===== src/rtl/ret_tune_ctrl.sv =====
module ret_tune_ctrl #(
  parameter int CW        = 16,
  parameter int DW        = 5,
  parameter int DIST_STEP = 4,
  parameter int NEG_DEN   = 1000,
  parameter int ABS_DEN   = 5000
) (
  input  logic          clk,
  input  logic          rst_n,
  input  logic          start,
  input  logic          win_done,
  input  logic [CW-1:0] acc_cnt,
  input  logic [CW-1:0] miss_cnt,
  input  logic [CW-1:0] pf_cnt,
  input  logic [CW-1:0] exp_cnt,
  output logic [2:0]    ret_sel,
  output logic [DW-1:0] pf_dist,
  output logic          done
);
  localparam int PW = 2*CW + 16;
  localparam logic [2:0] LONGEST = 3'd4;
  localparam logic [DW-1:0] MAX_DIST = DW'(4*DIST_STEP);

  typedef enum logic [1:0] {S_IDLE, S_PROF, S_EVAL, S_APPLY} st_t;

  st_t st;
  logic [2:0]    step, pick;
  logic          neg, found;
  logic [CW-1:0] b_pf, b_exp, b_miss;

  wire [2:0]    cand = (step == 3'd0) ? LONGEST : step - 3'd1;
  wire [PW-1:0] pf_w  = PW'(pf_cnt);
  wire [PW-1:0] exp_w = PW'(exp_cnt);

  wire neg_now = pf_w * PW'(NEG_DEN) < PW'(acc_cnt);
  wire rel_ok  = exp_w * PW'(b_pf) <= ((PW'(b_exp) * pf_w) << 1);
  wire abs_ok  = exp_w * PW'(ABS_DEN) < pf_w;
  wire miss_ok = {1'b0, miss_cnt} <= ({1'b0, b_miss} + {4'b0, b_miss[CW-1:3]});
  wire ok      = neg ? miss_ok : (rel_ok || abs_ok);

  wire [2:0] final_sel = found ? pick : LONGEST;

  function automatic logic [DW-1:0] dist_of(input logic [2:0] s);
    if (s >= 3'd3) return MAX_DIST;
    return DW'((int'(s) + 1) * DIST_STEP);
  endfunction

  assign done = (st == S_APPLY);

  always_ff @(posedge clk) begin
    if (!rst_n) begin
      st      <= S_IDLE;
      step    <= 3'd0;
      pick    <= LONGEST;
      neg     <= 1'b0;
      found   <= 1'b0;
      b_pf    <= '0;
      b_exp   <= '0;
      b_miss  <= '0;
      ret_sel <= LONGEST;
      pf_dist <= MAX_DIST;
    end else begin
      case (st)
        S_IDLE: if (start) begin
          st      <= S_PROF;
          step    <= 3'd0;
          found   <= 1'b0;
          ret_sel <= LONGEST;
        end
        S_PROF: if (win_done) begin
          if (step == 3'd0) begin
            b_pf   <= pf_cnt;
            b_exp  <= exp_cnt;
            b_miss <= miss_cnt;
            neg    <= neg_now;
          end else if (ok && !found) begin
            found <= 1'b1;
            pick  <= cand;
          end
          if (step == 3'd4) st <= S_EVAL;
          else begin
            step    <= step + 3'd1;
            ret_sel <= step;
          end
        end
        S_EVAL: begin
          ret_sel <= final_sel;
          pf_dist <= dist_of(final_sel);
          st      <= S_APPLY;
        end
        default: st <= S_IDLE;
      endcase
    end
  end

  assert_done_pulse_R8: assert property (@(posedge clk) disable iff (!rst_n)
    done |=> !done);

  assert_start_first_R2: assert property (@(posedge clk) disable iff (!rst_n)
    (st == S_IDLE && start) |=> (ret_sel == LONGEST && !done));

  assert_idle_hold_R2: assert property (@(posedge clk) disable iff (!rst_n)
    (st == S_IDLE && !start) |=> ($stable(ret_sel) && $stable(pf_dist)));

  assert_dist_class_R7: assert property (@(posedge clk) disable iff (!rst_n)
    done |-> ((ret_sel >= 3'd3) == (pf_dist == MAX_DIST)));

  assert_sweep_dist_R7: assert property (@(posedge clk) disable iff (!rst_n)
    (st == S_PROF) |=> $stable(pf_dist));

  assert_sel_range_R6: assert property (@(posedge clk) disable iff (!rst_n)
    ret_sel <= LONGEST);
endmodule


===== config.mk =====
export PLATFORM = sky130hd
export DESIGN_NAME = ret_tune_ctrl
export DESIGN_NICKNAME = d
export VERILOG_FILES = /design/src/rtl/ret_tune_ctrl.sv
export SDC_FILE = /design/constraint.sdc
export NUM_CORES = 2
export LEC_CHECK = 0
export BUFFER_PORTS_ARGS = -buffer_cell sky130_fd_sc_hd__buf_2
export CELL_PAD_IN_SITES_DETAIL_PLACEMENT = 0
export CELL_PAD_IN_SITES_GLOBAL_PLACEMENT = 1
export CORE_AREA = 4 4 375 229
export CTS_CLUSTER_DIAMETER = 120
export DETAILED_ROUTE_END_ITERATION = 6
export DIE_AREA = 0 0 379 233
export GPL_TIMING_DRIVEN = 1
export HOLD_SLACK_MARGIN = 0.06
export PLACE_DENSITY_LB_ADDON = 0.12
export SLEW_MARGIN = 0
export SYNTH_ARGS = -nofsm -noshare
export SYNTH_HDL_FRONTEND = slang
export SYNTH_SLANG_ARGS = --single-unit

===== constraint.sdc =====
create_clock -name clk -period 18.1 [get_ports clk]
set_input_delay 4.525 -clock clk [delete_from_list [all_inputs] [get_ports clk]]
set_output_delay 4.525 -clock clk [all_outputs]
set_load 0.03 [all_outputs]

==> metrics.md <==
| Metric | Value |
|---|---|
| Status | `complete, no violations` |
| Synth cell types | `87` |
| Layout cell share with drive strength beyond 1 | `0.0461` |
| Total grt overflow | `0` |
| Max-slew violation count | `0` |
| CP Launch Type | `input port` |
| Syn_area_per_cell | `8.66 sq um` |
| CP arrival | `13.52 ns` |
| Max VDD drop | `74.3 uV` |
| Wire per inst | `17.8 um` |
| Die Height | `233 um` |
| Tightest Hold Check Type | `flip-flop to flip-flop` |
| 1st-pass router iterations | `5` |
| FF-to-FF End | `pick[1]` |
| R2R depth | `30` |
| DP HPWL | `60600 um` |
| CTS buffer count | `9` |
| Synth-to-layout area growth | `6.45%` |
| Hold Buf Count CTS | `0` |
| Relative slew slack | `0.388` |
| ANT nets after route | `0` |
| Number of buffers added on ports | `74` |
| Count leader, synth | `inv_1` |
| CP max stage cell | `fa_1` |
| CP max FO | `22` |
| DR iter-0 viols | `888` |
| Register area share after synthesis | `0.0474` |
| Largest cells by area after synthesis | `fa_1 35%, ha_1 20%, inv_1 8.9%` |
| Minimum clock period | `13.28 ns` |
| Clock Tree Buf Depth | `2` |
| Htree depth | `3` |
| First-pass GRT wire length | `122000 um` |
| Die area | `88300 sq um` |
| Remaining DRCs | `0` |
| Layout net count | `4091` |
| Req. time, crit path | `18.34 ns` |
| Worst Setup SP | `exp_cnt[6]` |
| Root buf cell | `clkbuf_16` |
| WS Path Type | `input port to flip-flop` |
| GPL Wtd Cong | `0.835` |
| CTS tree | `built` |
| YS warnings | `0` |
| Number of setup buffers added after CTS | `0` |
| Leading area contributor after synthesis | `fa_1` |
| IO Count | `77` |
| Achievable frequency | `75.3 MHz` |
| Core area | `82700 sq um` |
| Worst Setup End Kind | `flip-flop` |
| Lkg Pwr | `14.6 nW` |
| Post-Syn Instances | `3119` |
| Seq cells post-synth | `64` |
| Count of final hold-check violations | `0` |
| Row cnt | `82` |
| Clock sink count | `64` |
| FF-to-FF Start | `b_pf[7]` |
| Final Setup Violations | `0` |
| Final total negative setup slack | `0 ns` |
| Synth top area share | `0.354` |
| Post-Place Cell Area | `28500 sq um` |
| Initial antenna violation count | `0` |
| Fin crit share | `0.734` |
| Worst setup path end | `pick[1]` |
| Initial Utilization | `0.327` |
| Post-Syn Area | `27000 sq um` |
| Vias/cell | `4.78` |
| CTS resizes | `0` |
| R2R setup slack | `8.62 ns` |
| Number of synthesized flops with an enable pin | `0` |
| Clock-pin slew on the worst setup and hold paths | `0.06 ns` |
| Commonest cells in the netlist | `640 x inv_1, 478 x fa_1, 441 x nand2_1` |
| Slew @ Worst Pin | `0.909 ns` |
| Worst hold margin | `0.469 ns` |
| Max-cap violations | `0` |
| Main flop type after synthesis | `dfxtp_1` |
| Top cell by count, worst path | `fa_1` |
| Die W | `379 um` |
| RSZ-0062 raised after global routing | `false` |
| Vias in the first global route | `21300` |
| Tot Pwr | `2.76 mW` |
| Drt total wl | `75000 um` |
| Vias | `20200` |
| Post-route cell area | `28800 sq um` |
| Clock Latency Late Sink | `0.36 ns` |
| All-layer global routing usage | `0.176` |
| Pwr dens | `96.0 nW/um^2` |
| Worst Skew | `0.00748 ns` |
| Largest net degree at the start of global routing | `66` |
| Crit path largest cell delay | `0.57 ns` |
| FFs w/ async S/R, synth | `0` |
-- placed cells by master (no fill, tap or decap), drive strengths merged, types with 4 or more instances in the layout --
master   Yosys  final
a21o        51     51
nor2b       22     22
xnor2       59     59
a31oi       16     16
buf          8     98
o21ai       60     60
ha         426    426
o31a         4      4
and3         6      6
or3          6      6
nor4         8      8
clkinv       0      5
nor2        63     63
nand2      441    441
dfxtp       64     64
clkbuf     102     10
xor2        35     35
a221oi       4      4
mux2i        8      8
nand3       29     29
o21bai      15     15
and2       232    232
o31ai        8      8
nor3        19     19
or2          4      4
o21a        18     18
o211ai      12     12
a21boi      54     54
a21oi      116    116
nand2b      22     22
a2111oi      8      8
fa         478    478
nand4       20     20
a211oi       8      8
o2111ai      4      4
inv        640    641
-- power by group --
| part | total, mW | internal [mW] | switching, mW |
|---|---|---|---|
| Sequential | 0.198 | 0.159 | 0.0388 |
| Clock | 0.169 | 0.0934 | 0.0761 |
| Combinational | 2.39 | 0.969 | 1.42 |
| Total | 2.76 | 1.22 | 1.54 |
-- flip-flops by register name, indices dropped and copies added, names as in the netlist --
register and count:
ret_sel 3, pf_dist 3, b_miss 16, neg 1, b_exp 16, b_pf 16
st 2, step 3, found 1, pick 3
-- kinds of logic after synthesis --
kind of cell | after synthesis | share of synthesized area
AOI/OAI and AO/OA | 406 | 0.101
muxes | 11 | 0.00435
buffers and inverters | 750 | 0.106
xor gates and xnor gates | 94 | 0.0305
DFF | 64 | 0.0474
adders and majority gates | 904 | 0.551
other | 1 | 0.000139
and+or+nand+nor | 889 | 0.159
-- metal layers --
layer / vias up / track usage / share of wire
li1: 9758 / - / -
met1: 10100 / 0.283 / 0.55
met2: 282 / 0.261 / 0.41
met3: 24 / 0.0177 / 0.033
met4: 0 / 0.0158 / 0.0059
met5: - / 0 / 0
-- stage by stage --
step,setup slack [ns],util,cells
floorplan,5.84,-,3120
global placement,4.66,0.344,4200
detailed placement,4.50,0.344,4200
CTS,4.86,0.348,4216
global route,4.28,0.348,4216
finish,4.82,0.348,4217
-- area by class of cell --
| type | instances | area (sq um) |
|---|---|---|
| fill | 8698 | 53900 |
| multi-input combinational | 2306 | 22900 |
| timing repair buffer | 98 | 551 |
| antenna | 1 | 2.50 |
| clock inverter | 6 | 45.0 |
| clock buffer | 10 | 229 |
| sequential | 64 | 1280 |
| inverter | 640 | 2400 |
| tap | 1092 | 1370 |
-- worst max-delay path: cells and delay by family --
kind,cells,cell delay (ns)
fa+ha+maj,8,3.49
compound gates,12,3.42
simple gates,6,1.38
buf+inv,4,0.70
-- worst min-delay path by stage --
stage	depth (start not counted)	end	start
after floorplan	2	b_miss[0]	b_miss[0]
after global placement	2	b_pf[12]	b_pf[12]
after detailed placement	2	b_pf[8]	b_pf[8]
after CTS	2	b_pf[8]	b_pf[8]
after global routing	2	b_miss[0]	b_miss[0]
final	2	b_pf[8]	b_pf[8]
(Power assumes the default switching activity.)
